<file path="src/rtl/mapper_pkg.sv">
`timescale 1ns/1ps
package mapper_pkg;

  typedef struct packed {
    logic       sel_we;
    logic       data_we;
    logic       mirror_we;
    logic [3:0] irq_we;
  } wr_strobe_t;

  typedef enum logic [1:0] {
    MIR_VERT  = 2'b00,
    MIR_HORIZ = 2'b01,
    MIR_FOUR  = 2'b10
  } mirror_t;

  typedef enum logic [1:0] {
    SRC_BANK6  = 2'd0,
    SRC_BANK7  = 2'd1,
    SRC_PENULT = 2'd2,
    SRC_LAST   = 2'd3
  } prg_src_t;

  // Power-on value of bank register idx (0..7).
  function automatic logic [7:0] bank_reset_value(input int idx);
    if (idx < 2)      return 8'(2 * idx);
    else if (idx < 6) return 8'(idx + 2);
    else              return 8'(idx - 6);
  endfunction

  // Where a program slot takes its bank from.
  function automatic prg_src_t prg_source(input logic [1:0] slot, input logic swap);
    case (slot)
      2'd0:    return swap ? SRC_PENULT : SRC_BANK6;
      2'd1:    return SRC_BANK7;
      2'd2:    return swap ? SRC_BANK6 : SRC_PENULT;
      default: return SRC_LAST;
    endcase
  endfunction

  // Pattern slot after the half exchange.
  function automatic logic [2:0] chr_eff_slot(input logic [2:0] slot, input logic swap);
    return slot ^ {swap, 2'b00};
  endfunction

endpackage

</file>
<file path="src/rtl/mapper_wr_decode.sv">
`timescale 1ns/1ps
module mapper_wr_decode
  import mapper_pkg::*;
(
  input  logic       wr_en,
  input  logic [3:0] key,      // {a15, a14, a13, a0}
  output wr_strobe_t stb
);
  logic       hit;
  logic [2:0] code;

  assign hit  = wr_en & key[3];
  assign code = key[2:0];

  always_comb begin
    stb = '0;
    if (hit) begin
      stb.sel_we    = (code == 3'd0);
      stb.data_we   = (code == 3'd1);
      stb.mirror_we = (code == 3'd2);
      for (int k = 0; k < 4; k++)
        stb.irq_we[k] = (code == 3'(4 + k));
    end
  end
endmodule

</file>
<file path="src/rtl/mapper_bank_file.sv">
`timescale 1ns/1ps
module mapper_bank_file
  import mapper_pkg::*;
#(
  parameter int PRG_BW          = 4,
  parameter int CHR_BW          = 7,
  parameter bit CHR_ROM_PRESENT = 1'b1
) (
  input  logic              clk,
  input  logic              rst_n,
  input  wr_strobe_t        stb,
  input  logic [7:0]        wr_data,
  output logic              prg_swap,
  output logic              chr_swap,
  output logic [PRG_BW-1:0] prg_bank [2],
  output logic [CHR_BW-1:0] chr_bank [6],
  output logic              mirror_bit
);
  localparam int NUM_CHR = 6;
  localparam int NUM_PRG = 2;

  logic [2:0] target_q;
  logic       chr_we;
  logic       unused_data;

  assign unused_data = ^wr_data;
  assign chr_we      = stb.data_we & CHR_ROM_PRESENT;

  always_ff @(posedge clk) begin
    if (!rst_n) begin
      target_q   <= '0;
      prg_swap   <= 1'b0;
      chr_swap   <= 1'b0;
      mirror_bit <= 1'b0;
    end else begin
      if (stb.sel_we) begin
        target_q <= wr_data[2:0];
        prg_swap <= wr_data[6];
        chr_swap <= wr_data[7];
      end
      if (stb.mirror_we)
        mirror_bit <= wr_data[0];
    end
  end

  always_ff @(posedge clk) begin
    if (!rst_n) begin
      for (int i = 0; i < NUM_PRG; i++)
        prg_bank[i] <= PRG_BW'(bank_reset_value(i + 6));
    end else begin
      for (int i = 0; i < NUM_PRG; i++)
        if (stb.data_we && target_q == 3'(i + 6))
          prg_bank[i] <= wr_data[PRG_BW-1:0];
    end
  end

  always_ff @(posedge clk) begin
    if (!rst_n) begin
      for (int i = 0; i < NUM_CHR; i++)
        chr_bank[i] <= CHR_BW'(bank_reset_value(i));
    end else begin
      for (int i = 0; i < NUM_CHR; i++)
        if (chr_we && target_q == 3'(i))
          chr_bank[i] <= (i < 2) ? {wr_data[CHR_BW-1:1], 1'b0}
                                 : wr_data[CHR_BW-1:0];
    end
  end
endmodule

</file>
<file path="src/rtl/mapper_prg_xlate.sv">
`timescale 1ns/1ps
module mapper_prg_xlate
  import mapper_pkg::*;
#(
  parameter int PRG_BW = 4
) (
  input  logic [14:0]        cpu_addr,
  input  logic               prg_swap,
  input  logic [PRG_BW-1:0]  prg_bank [2],
  output logic [PRG_BW+12:0] prg_addr
);
  localparam logic [PRG_BW-1:0] LAST_BANK   = {PRG_BW{1'b1}};
  localparam logic [PRG_BW-1:0] PENULT_BANK = LAST_BANK - 1'b1;

  prg_src_t          src;
  logic [PRG_BW-1:0] bank;

  assign src = prg_source(cpu_addr[14:13], prg_swap);

  always_comb begin
    case (src)
      SRC_BANK6:  bank = prg_bank[0];
      SRC_BANK7:  bank = prg_bank[1];
      SRC_PENULT: bank = PENULT_BANK;
      default:    bank = LAST_BANK;
    endcase
  end

  assign prg_addr = {bank, cpu_addr[12:0]};
endmodule

</file>
<file path="src/rtl/mapper_chr_xlate.sv">
`timescale 1ns/1ps
module mapper_chr_xlate
  import mapper_pkg::*;
#(
  parameter int CHR_BW          = 7,
  parameter bit CHR_ROM_PRESENT = 1'b1
) (
  input  logic [12:0]        ppu_addr,
  input  logic               chr_swap,
  input  logic [CHR_BW-1:0]  chr_bank [6],
  output logic [CHR_BW+9:0]  chr_addr
);
  localparam int CHR_AW = CHR_BW + 10;

  generate
    if (CHR_ROM_PRESENT) begin : g_rom
      logic [2:0]        eff;
      logic [CHR_BW-1:0] pair;
      logic [CHR_BW-1:0] page;

      assign eff  = chr_eff_slot(ppu_addr[12:10], chr_swap);
      assign pair = eff[1] ? chr_bank[1] : chr_bank[0];

      always_comb begin
        if (!eff[2])
          page = {pair[CHR_BW-1:1], eff[0]};
        else
          page = chr_bank[3'd2 + {1'b0, eff[1:0]}];
      end

      assign chr_addr = {page, ppu_addr[9:0]};
    end else begin : g_ram
      logic unused_bank;
      assign unused_bank = chr_swap ^ (^chr_bank[0]) ^ (^chr_bank[1]) ^ (^chr_bank[2])
                         ^ (^chr_bank[3]) ^ (^chr_bank[4]) ^ (^chr_bank[5]);
      assign chr_addr = CHR_AW'(ppu_addr);
    end
  endgenerate
endmodule

</file>
<file path="src/rtl/bank_mapper_top.sv">
`timescale 1ns/1ps
module bank_mapper_top
  import mapper_pkg::*;
#(
  parameter int PRG_BANKS       = 16,
  parameter int CHR_BANKS       = 128,
  parameter bit CHR_ROM_PRESENT = 1'b1,
  parameter bit FOUR_SCREEN     = 1'b0,
  localparam int PRG_BW         = $clog2(PRG_BANKS),
  localparam int CHR_BW         = $clog2(CHR_BANKS)
) (
  input  logic               clk,
  input  logic               rst_n,
  input  logic               wr_en,
  input  logic [15:0]        wr_addr,
  input  logic [7:0]         wr_data,
  input  logic [14:0]        cpu_addr,
  output logic [PRG_BW+12:0] prg_addr,
  input  logic [12:0]        ppu_addr,
  output logic [CHR_BW+9:0]  chr_addr,
  output logic [1:0]         mirror_mode,
  output logic [3:0]         irq_wr,
  output logic [7:0]         irq_data
);
  wr_strobe_t        stb;
  logic              prg_swap;
  logic              chr_swap;
  logic              mirror_bit;
  logic [PRG_BW-1:0] prg_bank [2];
  logic [CHR_BW-1:0] chr_bank [6];
  logic              unused_addr;

  assign unused_addr = ^wr_addr[12:1];

  mapper_wr_decode u_dec (
    .wr_en (wr_en),
    .key   ({wr_addr[15:13], wr_addr[0]}),
    .stb   (stb)
  );

  mapper_bank_file #(
    .PRG_BW          (PRG_BW),
    .CHR_BW          (CHR_BW),
    .CHR_ROM_PRESENT (CHR_ROM_PRESENT)
  ) u_regs (
    .clk        (clk),
    .rst_n      (rst_n),
    .stb        (stb),
    .wr_data    (wr_data),
    .prg_swap   (prg_swap),
    .chr_swap   (chr_swap),
    .prg_bank   (prg_bank),
    .chr_bank   (chr_bank),
    .mirror_bit (mirror_bit)
  );

  mapper_prg_xlate #(.PRG_BW(PRG_BW)) u_prg (
    .cpu_addr (cpu_addr),
    .prg_swap (prg_swap),
    .prg_bank (prg_bank),
    .prg_addr (prg_addr)
  );

  mapper_chr_xlate #(
    .CHR_BW          (CHR_BW),
    .CHR_ROM_PRESENT (CHR_ROM_PRESENT)
  ) u_chr (
    .ppu_addr (ppu_addr),
    .chr_swap (chr_swap),
    .chr_bank (chr_bank),
    .chr_addr (chr_addr)
  );

  mirror_t mir;
  assign mir         = FOUR_SCREEN ? MIR_FOUR : (mirror_bit ? MIR_HORIZ : MIR_VERT);
  assign mirror_mode = mir;
  assign irq_wr      = stb.irq_we;
  assign irq_data    = wr_data;
endmodule

</file>
<file path="config.mk">
export PLATFORM = sky130hd
export DESIGN_NAME = bank_mapper_top
export DESIGN_NICKNAME = d
export VERILOG_FILES = /design/src/rtl/mapper_pkg.sv /design/src/rtl/mapper_wr_decode.sv /design/src/rtl/mapper_bank_file.sv /design/src/rtl/mapper_prg_xlate.sv /design/src/rtl/mapper_chr_xlate.sv /design/src/rtl/bank_mapper_top.sv
export SDC_FILE = /design/constraint.sdc
export NUM_CORES = 1
export LEC_CHECK = 0
export BUFFER_PORTS_ARGS = -buffer_cell sky130_fd_sc_hd__buf_2
export CAP_MARGIN = 40
export CORE_MARGIN = 5
export CORE_UTILIZATION = 45
export CTS_BUF_LIST = sky130_fd_sc_hd__clkbuf_2 sky130_fd_sc_hd__clkbuf_4 sky130_fd_sc_hd__clkbuf_8
export CTS_CLUSTER_DIAMETER = 150
export DETAILED_ROUTE_END_ITERATION = 12
export PLACE_DENSITY = 0.74
export SYNTH_ARGS = -nofsm -noshare
export SYNTH_HDL_FRONTEND = slang
export SYNTH_SLANG_ARGS = --single-unit
export TNS_END_PERCENT = 5
</file>
<file path="constraint.sdc">
create_clock -name clk -period 2.01 [get_ports clk]
set_input_delay 0.1005 -clock clk [delete_from_list [all_inputs] [get_ports clk]]
set_output_delay 0.1005 -clock clk [all_outputs]
set_load 0.05 [all_outputs]
</file>
* After elaboration in Yosys (flattened, before gate mapping)
Cells that the tools add are included.
** Storage, ports and cells
- Register bits after elaboration :: 54
- Output and inout bits :: 48
- Logic and storage cells :: 57
** Operators by class
- Add/sub/neg operators :: 1
- $lt $le $gt $ge :: 1
- Equality and inequality tests :: 17
- Muxes and demuxes :: 11
- Bitwise operators :: 3
- Reduce and logical (&&, ||, !) cells :: 12
** Operator list (number)
- two-way mux 7 bit :: 5
- equality test 3 bit, second input constant :: 8
- binary-select mux 7 bit (select 3 bit) :: 1
- one-hot mux 4 bit (3 select lines) :: 1
- equality test 3 x 2 -> 1 bit, second input constant :: 3
- logical AND 1 bit :: 8
- equality test 3 x 1 -> 1 bit, second input constant :: 2
- zero test 3 bit :: 2
- one-hot mux 2 bit (3 select lines) :: 1
- equality test 2 x 1 -> 1 bit, second input constant :: 2
- equality test 2 bit, second input constant :: 2
- >= comparator 4 bit, second input constant :: 1
- zero test 2 bit :: 2
- two-way mux 2 bit :: 2
- inverter 3 -> 4 bit :: 1
- adder 2 x 2 -> 3 bit, first input constant :: 1
- bitwise XOR 3 bit :: 1
- bitwise AND 1 bit :: 1
- two-way mux 1 bit :: 1

* Depth between registers and ports, before layout
Gate-level depths: netlist of the first run.
- Depth in word-level cells :: 7
- Mapped depth :: 5

* By module
Synthesis of the first run repeated with hierarchy kept, for this count alone.
** Second synthesis, totals
- Cells, all modules :: 299
- Area total of the unflattened synthesis :: 2889.0 µm²
** By module, submodules not included
- mapper_bank_file :: instances 1, cells an instance 202, area an instance 2107.0 µm², seq. area each 1081.0 µm²
- mapper_chr_xlate :: instances 1, cells an instance 43, area an instance 392.9 µm², seq. area each 0.0 µm²
- mapper_prg_xlate :: instances 1, cells an instance 30, area an instance 234.0 µm², seq. area each 0.0 µm²
- bank_mapper_top :: instances 1, cells an instance 11, area an instance 78.8 µm², seq. area each 0.0 µm²
- mapper_wr_decode :: instances 1, cells an instance 13, area an instance 76.3 µm², seq. area each 0.0 µm²

* Worst setup path after synthesis of the first run
Ideal clock, no wire load.
- Kind :: input-to-output
- Start :: in ppu_addr[11]
- End :: out chr_addr[11]
- Arrival :: 1.946 ns
- Required time :: 1.910 ns
- Slack :: -0.037 ns
- Stages on the path :: 4
- Path through :: clkbuf_1 buf_1 mux2i_1 o21ai_0
** On the way
- Cells in the longest elaborated chain, start to end :: 7
- Elaborated cells between the ends (all ways) :: 8
** Ends and longest elaborated chain
- start: declaration :: line bank_mapper_top.sv:19 : input logic [12:0] ppu_addr,
- bitwise XOR 3 bit (*) :: line mapper_pkg.sv:43 : return slot ^ {swap, 2'b00};
- adder 2 x 2 -> 3 bit :: line mapper_chr_xlate.sv:28 : page = chr_bank[3'd2 + {1'b0, eff[1:0]}];
- inverter 3 -> 4 bit (implied by the code) :: line mapper_chr_xlate.sv:28
- binary-select mux 7 bit (select 3 bit) :: line mapper_chr_xlate.sv:28
- two-way mux 7 bit (implied by the code) (2 in series) :: line mapper_chr_xlate.sv:28
- two-way mux 7 bit (*) :: line mapper_chr_xlate.sv:25 : if (!eff[2])
- end: declaration :: line bank_mapper_top.sv:20 : output logic [CHR_BW+9:0] chr_addr,
Every way passes the cells marked *; elsewhere a longest branch is shown, timed or not. The select of a mux whose other input is x is not followed.

* Worst setup path in the final report of the first run
- Start :: reg u_regs.target_q[0]
- End :: reg u_regs.chr_bank[40] in the netlist's numbering
** On the way
- Cells in the longest elaborated chain, start to end :: 2
** Ends and longest elaborated chain
- start: declaration :: line mapper_bank_file.sv:22 : logic [2:0] target_q;
- start signal: assignment :: line mapper_bank_file.sv:37 : target_q <= wr_data[2:0];
- zero test 3 bit :: line mapper_bank_file.sv:63 : if (chr_we && target_q == 3'(i))
- logical AND 1 bit :: line mapper_bank_file.sv:63
- end signal: indexed assignment :: line mapper_bank_file.sv:60 : chr_bank[i] <= CHR_BW'(bank_reset_value(i));
- end signal: indexed assignment :: line mapper_bank_file.sv:64 : chr_bank[i] <= (i < 2) ? {wr_data[CHR_BW-1:1], 1'b0}
- end: declaration :: line mapper_bank_file.sv:16 : output logic [CHR_BW-1:0] chr_bank [6],
No other way between the ends.
A chain may end at the register's enable or synchronous reset.

==> results.md, run 1 <==
- Status: finished clean
- Maximum VDD drop: 0.0002684 V
- Number of synthesized flops with an enable pin: 0
- Crit path max fanout: 6
- Die Y: 88.09 um
- Clock sink total: 54
- Number of global-route vias before repair: 1893
- Root Driver: clkbuf_8
- DP Cell Count: 371
- Syn_nets: 352
- Worst-Margin Slew: 510.3 ps
- Layout Skew: 6.616 ps
- # rows: 28
- Crit path time final: 1829 ps
- Vias: 1994
- First-pass GRT wire length: 9252 um
- Largest net degree at the start of global routing: 27
- Share of post-route cells with drive strength above 1: 23.43%
- Starting density of the core: 46.34%
- Nets@finish: 358
- Core box area: 0.005921 mm2
- Setup_tns: 0 ps
- Clock Pin Slew Worst Setup and Hold Paths: 100 ps
- WL final: 5809 um
- Cell leakage power: 1.168 nW
- WP data arrival: 2020 ps
- Clock tree buffer depth: 2
- Count of different cell masters after synthesis: 34
- Seq cells post-synth: 54
- Fin cells: 378
- Seq/Total Area, Yosys: 39.40%
- Initial antenna violation count: 0
- Overall Global Routing Usage: 15.59%
- Fin crit share: 90.97%
- Worst-skew pair later-pin latency: 310 ps
- DR top layer: met4
- Slew headroom: 65.77%
- Setup WS post-layout: 181.4 ps
- Syn Inst Count: 297
- M1 WL: 2683 um
- Maximum clock rate: 0.5469 GHz
- Unrepaired setup endpoints after global routing: no
- Placer congestion estimate: 0.7769
- Initial DRC Count: 108
- Met3 wire len: 293 um
- Drt via density: 5.275
- Final core utilization: 48.20%
- Drt pass-1 iters: 4
- Area grow syn2layout: 4.013%
- Crit path capture type: register
- Slew Limit Fails: 0
- TritonCTS clock tree: built
- Diodes inserted: 0
- CP Class: reg -> reg
- Wirelength per Cell: 15.37 um
- PortBufs: 43
- Top FF cell, synth: dfxtp_1
- Commonest non-fill, non-tap cell in the layout: dfxtp_1
- WP data required: 2200 ps
- # setup viols final: 0
- Worst min-delay path category: in -> reg
- Synth warn: 0
- Critical path startpoint category: register
- Top Ports: 103
- Worst reg2reg setup slack: 180 ps
- Post-synth ARST share: 0%
- Post-detail-place hpwl: 4138 um
- PwrDens: 666.5 mW/mm2
- Synth Cell Area: 0.002744 mm2
- Average cell area after synthesis: 9.239 um2
- Antenna-violating nets left: 0
- Most frequent cells in the layout: 54 x dfxtp_1, 53 x mux2i_1, 53 x nand2_1, 43 x buf_2, 15 x o21ai_0
- Hold Fails Final Rpt: 0
- H-tree levels: 2
- Die width: 88.09 um
- Final Hold Slack: 54.02 ps
- Pre-CTS setup slack: 175.9 ps
- Total gr overflow: 0
- Drt drc: 0
- Post-CTS Setup Repair Bufs: 0
- CTS buffer count: 5
- Cts hold-fix bufs: 0
- # resized after CTS: 0
- Met2 wire length: 2755 um
- Die ar.: 0.007759 mm2
- Max-Cap Viols: 0
-- power by group --
part           switching (W)  internal (W)
logic               0.000174     0.0000622
clock network       0.000350      0.000242
registers         0.00000237       0.00107
total               0.000526       0.00138
-- synth_stat cells, drive strengths merged, types with 2 or more instances --
cell type / count / area share (%)
mux4: 6 / 4.9
a21oi: 8 / 1.5
buf: 41 / 11
clkbuf: 11 / 1.5
dfxtp: 54 / 39
nor3: 5 / 1.3
o21ai: 16 / 2.9
nand3: 8 / 1.5
nor2: 15 / 2.1
o211ai: 2 / 0.55
or4: 2 / 0.55
nand2: 53 / 7.3
mux2i: 53 / 19
o22a: 3 / 0.96
inv: 4 / 0.55
nand2b: 2 / 0.46
-- cell type report --
class | count | area [um2]
clock buffer | 5 | 68.82
clock inverter | 2 | 13.76
fill | 545 | 3067
inverter | 5 | 18.77
multi-input combinational | 186 | 1303
sequential | 54 | 1081
tap | 75 | 93.84
timing repair buffer | 51 | 275.3
-- worst max-delay path, stage by stage (launching register included) --
cell and delay (ps):
dfxtp_1 330, or4b_4 580, or4_1 610, mux2i_1 190
-- layer usage --
layer,vias to the layer above,track usage (%)
li1,989,-
met1,952,20.21
met2,48,25.89
met3,5,3.104
met4,0,5.495
met5,-,0
-- path summary, 6_finish.rpt --
check                             startpoint                          endpoint  depth (start not counted)
max          u_regs.target_q[0]$_SDFFE_PN0P_  u_regs.chr_bank[40]$_SDFFE_PN0P_                          3
min reg2reg  u_regs.prg_bank[7]$_SDFFE_PN0P_   u_regs.prg_bank[7]$_SDFFE_PN0P_                          2
max reg2reg  u_regs.target_q[0]$_SDFFE_PN0P_  u_regs.chr_bank[40]$_SDFFE_PN0P_                          3
min                               wr_data[7]      u_regs.chr_swap$_SDFFE_PN0P_                          3
-- state kept, by name (all words and copies together), names as in the netlist --
register	cells
u_regs.chr_bank	40
u_regs.prg_bank	8
u_regs.target_q	3
u_regs.chr_swap	1
u_regs.mirror_bit	1
u_regs.prg_swap	1
-- stage by stage --
| stage | instance area (um2) | total power, W |
|---|---|---|
| global placement | 2771 | 0.001334 |
| finish | 2854 | 0.001902 |
| floorplan | 2744 | 0.001401 |
| CTS | 2854 | 0.001925 |
| global route | 2854 | 0.001980 |
| detailed placement | 2771 | 0.001336 |
-- cell families (layout without fill, tap and decap cells) --
group	count (synthesis)	after routing	share of synthesized area, %
buf+inv	57	63	13.13
compound gates	30	30	6.111
xor+xnor	2	2	0.6385
mux	60	60	24.67
simple gates	93	93	15.91
flops	54	54	39.40
other cells	1	1	0.1367
No activity file was read; power rests on OpenSTA's default activity.
==> run 2: changes to the inputs <==
- ABC_AREA: not set -> 1
- CORE_MARGIN: 5 -> 2
- PLACE_DENSITY: 0.74 -> 0.73
- SETUP_SLACK_MARGIN: not set -> 0.5
==> run 2 against run 1 <==
Net effect: sequential cell count stayed put; register-to-register slack improved by 520 ps; via count rose by 39%; synthesized cell count rose by 62%; die area shrank 3.7%; routed wire length rose by 16%; cell count is 50% higher; critical path depth up 3; hold slack better by 14 ps; design area rose by 14%; first-iteration DRC count increased by 91%; synthesized area increased by 11%; critical endpoint is now chr_addr[13].
==> results.md, run 2 <==
- Fill count: 713
- Status: finished clean
- Clock sink total: 54
- Post-synth top cells: 118 x nand2_1, 98 x nor2_1, 69 x nand3_1
- Hold Fails Final Rpt: 0
- Initial antenna violation count: 0
- Average cell area after synthesis: 6.360 um2
- Nets@finish: 540
- Die width: 86.45 um
- Syn_nets: 536
- First-pass GRT wire length: 11830 um
- Seq cells post-synth: 54
- Crit path time final: 1575 ps
- Wirelength per Cell: 11.87 um
- Share of post-route cells with drive strength above 1: 17.28%
- Slew Limit Fails: 0
- TritonCTS clock tree: built
- Drt pass-1 iters: 4
- Multi-input gate area: 0.001480 mm2
- Post-detail-place hpwl: 4900 um
- Crit-path slowest cell: dfxtp_2
- CP bufs+invs: 3
- Synth Cell Area: 0.003059 mm2
- Cell with the most instances after synthesis: nand2_1
- # rows: 30
- Number of global-route vias before repair: 2624
- Die ar.: 0.007474 mm2
- Fin crit share: 78.37%
- Largest stage delay on the critical path: 340 ps
- Root Driver: clkbuf_8
- Largest regs: u_regs.chr_bank: 40 flops, u_regs.prg_bank: 8 flops, u_regs.target_q: 3 flops
- Crit path max fanout: 7
- # setup viols final: 0
- Diodes inserted: 0
- Total gr overflow: 0
- Maximum clock rate: 0.6348 GHz
- Tot Pwr: 0.002170 W
- Initial DRC Count: 206
- Largest net degree at the start of global routing: 51
- WP data required: 1910 ps
- WP data arrival: 1470 ps
- Layout Skew: 6.671 ps
- Top Ports: 103
- Top FF cell, synth: dfxtp_1
- CP Class: reg -> out
- Seq/Total Area, Yosys: 35.34%
- Antenna-violating nets left: 0
- Maximum VDD drop: 0.0004973 V
- Max reg flops: 40
- Commonest non-fill, non-tap cell in the layout: nand2_1
- Cell family with most CP delay: buffers and inverters
- Drt drc: 0
- Worst-skew pair later-pin latency: 310 ps
- Most frequent cells in the layout: 113 x nand2_1, 98 x nor2_1, 68 x nand3_1, 53 x dfxtp_1, 40 x inv_1
- WL final: 6718 um
- Count of different cell masters after synthesis: 23
- Unrepaired setup endpoints after global routing: yes
- Die Y: 86.45 um
- Critical path startpoint category: register
- Synth warn: 0
- Crit path capture type: output port
- Vias: 2779
- Register area: 0.001082 mm2
- PwrDens: 667.1 mW/mm2
- Area grow syn2layout: 6.339%
- Yosys top cell area share: 35.34%
- Clock Pin Slew Worst Setup and Hold Paths: 100 ps
- Number of synthesized flops with an enable pin: 0
- Synth area leaders: dfxtp_1 35%, nand2_1 14%, nor2_1 12%
- Drt via density: 4.910
- PortBufs: 43
- Syn Inst Count: 481
- H-tree levels: 2
- Setup_tns: 0 ps
- Crit-path cells: xnor2_1, buf_4, clkinvlp_4, nand2_2, nand2_1, buf_6
- Post-synth ARST share: 0%
- Max-Cap Viols: 0
- Starting density of the core: 45.79%
- Core box area: 0.006681 mm2
- Largest Register: u_regs.chr_bank
- Yosys top cell by area: dfxtp_1
- Overall Global Routing Usage: 19.60%
- Cts hold-fix bufs: 0
- CTS buffer count: 5
- Cell leakage power: 1.559 nW
- Worst min-delay path category: in -> reg
- Clock tree buffer depth: 2
- Placer congestion estimate: 0.8548
==> run 2: worst paths after layout <==
| check | from | end | slack (ps) | depth (start not counted) |
|---|---|---|---|---|
| setup / recovery | u_regs.chr_swap$_SDFFE_PN0P_ | chr_addr[13] | 430 | 6 |
| hold / removal | wr_data[7] | u_regs.chr_swap$_SDFFE_PN0P_ | 70 | 3 |
| setup reg to reg | u_regs.target_q[1]$_SDFFE_PN0P_ | u_regs.chr_bank[18]$_SDFFE_PN0P_ | 700 | 6 |
| hold reg to reg | u_regs.chr_bank[16]$_SDFFE_PN1P_ | u_regs.chr_bank[16]$_SDFFE_PN1P_ | 470 | 2 |
==> run 2: area by class of cell <==
cell class                      instances  area share [%]
Clock buffer                            6           2.346
Clock inverter                          2           1.154
Inverter                               45           5.308
Multi-Input combinational cell        330           45.50
Timing Repair Buffer                   49           9.346
Sequential cell                        54           33.27
Tap cell                               80           3.077
==> run 2: through the flow <==
| stage | instances | util (%) | area (um2) | setup slack (ps) | hold slack, ps |
|---|---|---|---|---|---|
| after global placement | 555 | 45.66 | 3050 | 663.3 | 201.3 |
| final | 566 | 48.69 | 3253 | 434.8 | 67.97 |
| after global routing | 566 | 48.69 | 3253 | 371.8 | 132.5 |
| after detailed placement | 555 | 45.66 | 3050 | 635.5 | 201.3 |
| after floorplan | 481 | - | 3059 | 666.5 | 254.6 |
| after CTS | 566 | 48.56 | 3244 | 433.5 | 57.59 |
==> run 2: routing by layer <==
| layer | part of all wire (%) | GRT usage, % | vias up |
|---|---|---|---|
| met5 | 0 | 0 | - |
| met4 | 1.3 | 6.250 | 0 |
| met3 | 7.2 | 3.143 | 12 |
| met2 | 46 | 31.89 | 96 |
| li1 | - | - | 1464 |
| met1 | 45 | 26.64 | 1207 |
==> run 2: timing repair <==
item	CTS	global route
endpoints found under the setup margin	10	10
cloned	0	0
setup buffers	3	0
pin swaps	5	4
gates resized for setup	20	4
hold endpoints to repair	0	0
==> run 2: cells by family after synthesis <==
kind of cell              synth area share, %
AOI/OAI and AO/OA                       4.499
xor gates and xnor gates               0.5727
buffers and inverters                   16.85
DFF                                     35.34
other                                  0.1226
and+or+nand+nor                         42.62
==> run 2: where the power goes <==
part | switching (W) | internal (W)
Combinational | 0.000251 | 0.0000954
Sequential | 0.00000449 | 0.00107
Clock | 0.000359 | 0.000386
Total | 0.000614 | 0.00156
==> run 2: worst register-to-register path, cell delays in order, from the launching register on <==
cell     delay (ps)
dfxtp_1         430
nand2_1         170
nor2_4          250
nand3_4         170
nand2_1         100
inv_1            40
nor2_1           90
==> run 3: changes to the inputs <==
- ABC_AREA: 1 -> 0
- PLACE_DENSITY: 0.73 -> 0.74
- clock period: 2.01 -> 1.6 ns (I/O delays scaled with it)
==> run 3 against run 2 <==
Net effect: the flow now finishes with violations (negative setup slack); via count is 25% lower; worst setup slack worse by 470 ps; critical endpoint is now u_regs.chr_bank[38]$_SDFFE_PN0P_; sequential cell count stayed put; highest routed layer unchanged; combinational power is 4% higher; clock skew is 3.1 ps lower; core utilization is 6.3 points higher; hold slack worse by 47 ps.
==> results.md, run 3 (synthesis results as in run 1) <==
- Status: complete, but fails checks
- Failing checks: negative setup slack
- Die Y: 82.09 um
- Total gr overflow: 0
- CTS buffer count: 5
- Maximum VDD drop: 0.0003325 V
- Drt pass-1 iters: 4
- WP data arrival: 1820 ps
- Slew headroom: 66.93%
- Drt via density: 5.393
- Clock tree buffer depth: 2
- Most frequent cells in the layout: 53 x mux2i_1, 47 x nand2_1, 43 x dfxtp_1, 32 x buf_2, 20 x buf_6
- Worst-skew pair later-pin latency: 310 ps
- Share of post-route cells with drive strength above 1: 36.54%
- Fill count: 525
- Hold Fails Final Rpt: 0
- CP Class: reg -> reg
- Initial DRC Count: 108
- Largest net degree at the start of global routing: 39
- Post-detail-place hpwl: 4234 um
- Overall Global Routing Usage: 18.89%
- Area grow syn2layout: 18.65%
- Root Driver: clkbuf_8
- Final core utilization: 54.99%
- Largest Register: u_regs.chr_bank
- # setup viols final: 6
- WL final: 6074 um
- Die width: 82.09 um
- Diodes inserted: 0
- Post-CTS Setup Repair Bufs: 0
- Crit path from: u_regs.target_q[0]$_SDFFE_PN0P_
- First-pass GRT wire length: 9542 um
- Core box area: 0.005921 mm2
- Drt drc: 0
- Largest regs: u_regs.chr_bank: 40 flops, u_regs.prg_bank: 8 flops, u_regs.target_q: 3 flops
- Unrepaired setup endpoints after global routing: yes
- Worst-Margin Slew: 493.1 ps
- PortBufs: 43
- Crit path max fanout: 6
- Antenna-violating nets left: 0
- Worst R2R Path Depth: 3
- Cts hold-fix bufs: 0
- Final Hold Slack: 20.65 ps
- Critical path startpoint category: register
- Wirelength per Cell: 15.70 um
- Crit path capture type: register
- Maximum clock rate: 0.6119 GHz
- Setup WS post-layout: -34.15 ps
- Top Ports: 103
- WP data required: 1790 ps
- RR Endpoint: u_regs.chr_bank[38]$_SDFFE_PN0P_
- TritonCTS clock tree: built
- Max-Cap Viols: 0
- Worst setup endpoint: u_regs.chr_bank[38]$_SDFFE_PN0P_
- Tot Pwr: 0.002447 W
- Commonest non-fill, non-tap cell in the layout: mux2i_1
- Worst min-delay path category: in -> reg
- Fin crit share: 102.1%
- Number of global-route vias before repair: 2016
- Placer congestion estimate: 0.7968
- Nets@finish: 368
- # rows: 28
- Clock Pin Slew Worst Setup and Hold Paths: 90 ps
- PwrDens: 751.7 mW/mm2
- Initial antenna violation count: 0
- Layout Skew: 3.555 ps
- Max reg flops: 40
- Slew Limit Fails: 0
- Worst r2r src: u_regs.target_q[0]$_SDFFE_PN0P_
- Crit path time final: 1634 ps
- Die ar.: 0.006738 mm2
- H-tree levels: 2
- Vias: 2087
- Clock sink total: 54
- Starting density of the core: 46.34%
- Cell leakage power: 1.322 nW
- Worst reg2reg setup slack: -30 ps
[run 3: changes by cell type in the layout (fill, tap and decap cells not counted), moves of 15 or more]
cell | before | now
nor2_1 | 98 | 12
inv_1 | 40 | 4
mux2i_1 | 0 | 53
nand2_1 | 113 | 47
nand3_1 | 68 | 8
buf_6 | 5 | 20
[run 3: metrics by stage]
stage	worst slack [ps]	setup TNS (ps)	instances	area, um2
floorplan	3.657	0	297	2839
finish	-34.15	-87.92	387	3256
global route	-64.62	-338.1	387	3256
global placement	22.41	0	381	2924
CTS	-7.283	-19.57	387	3193
detailed placement	1.304	0	381	2924
[run 3: what timing repair did]
action                                  CTS  global route
gates resized for setup                  57            17
endpoints found under the setup margin   59            60
hold endpoints to repair                  0             0
pin swaps                                18            18
gates cloned                              0             0
[run 3: worst min path at each step]
stage | start | to | slack [ps] | depth (start not counted)
5_1_grt | wr_data[7] | u_regs.chr_swap$_SDFFE_PN0P_ | 40 | 3
3_3_place_gp | ppu_addr[2] | chr_addr[2] | 160 | 0
2_1_floorplan | wr_data[7] | u_regs.chr_swap$_SDFFE_PN0P_ | 220 | 2
4_1_cts | wr_data[7] | u_regs.chr_swap$_SDFFE_PN0P_ | 20 | 3
3_5_place_dp | ppu_addr[2] | chr_addr[2] | 160 | 0
6_report | wr_data[7] | u_regs.chr_swap$_SDFFE_PN0P_ | 20 | 3
[run 3: metal layers]
layer  GRT usage [%]  share of wire [%]  vias up
li1                -                  -     1010
met1           23.70                 41     1007
met2           31.14                 50       53
met3           4.176                5.4       17
met4           8.167                3.0        0
met5               0                  0        -
[run 3: critical path, cell delays in order (launching register included)]
cell,delay (ps)
dfxtp_2,330
or4b_4,490
or4_4,530
mux2i_1,160
[run 3: layout make-up]
| class | instances | area, um2 | area share (%) |
|---|---|---|---|
| repair buffers | 61 | 473.0 | 14.53 |
| clock buffers | 6 | 82.58 | 2.537 |
| well taps | 75 | 93.84 | 2.882 |
| inverters | 5 | 18.77 | 0.5765 |
| flip-flops and latches | 54 | 1105 | 33.94 |
| multi-input cells | 186 | 1483 | 45.54 |
[run 3: where the power goes]
group          switching (W)  leakage (nW)  total (W)  internal [W]
combinational       0.000245         0.838   0.000361      0.000116
clock               0.000407        0.0431   0.000742      0.000334
sequential        0.00000377         0.440    0.00134       0.00134
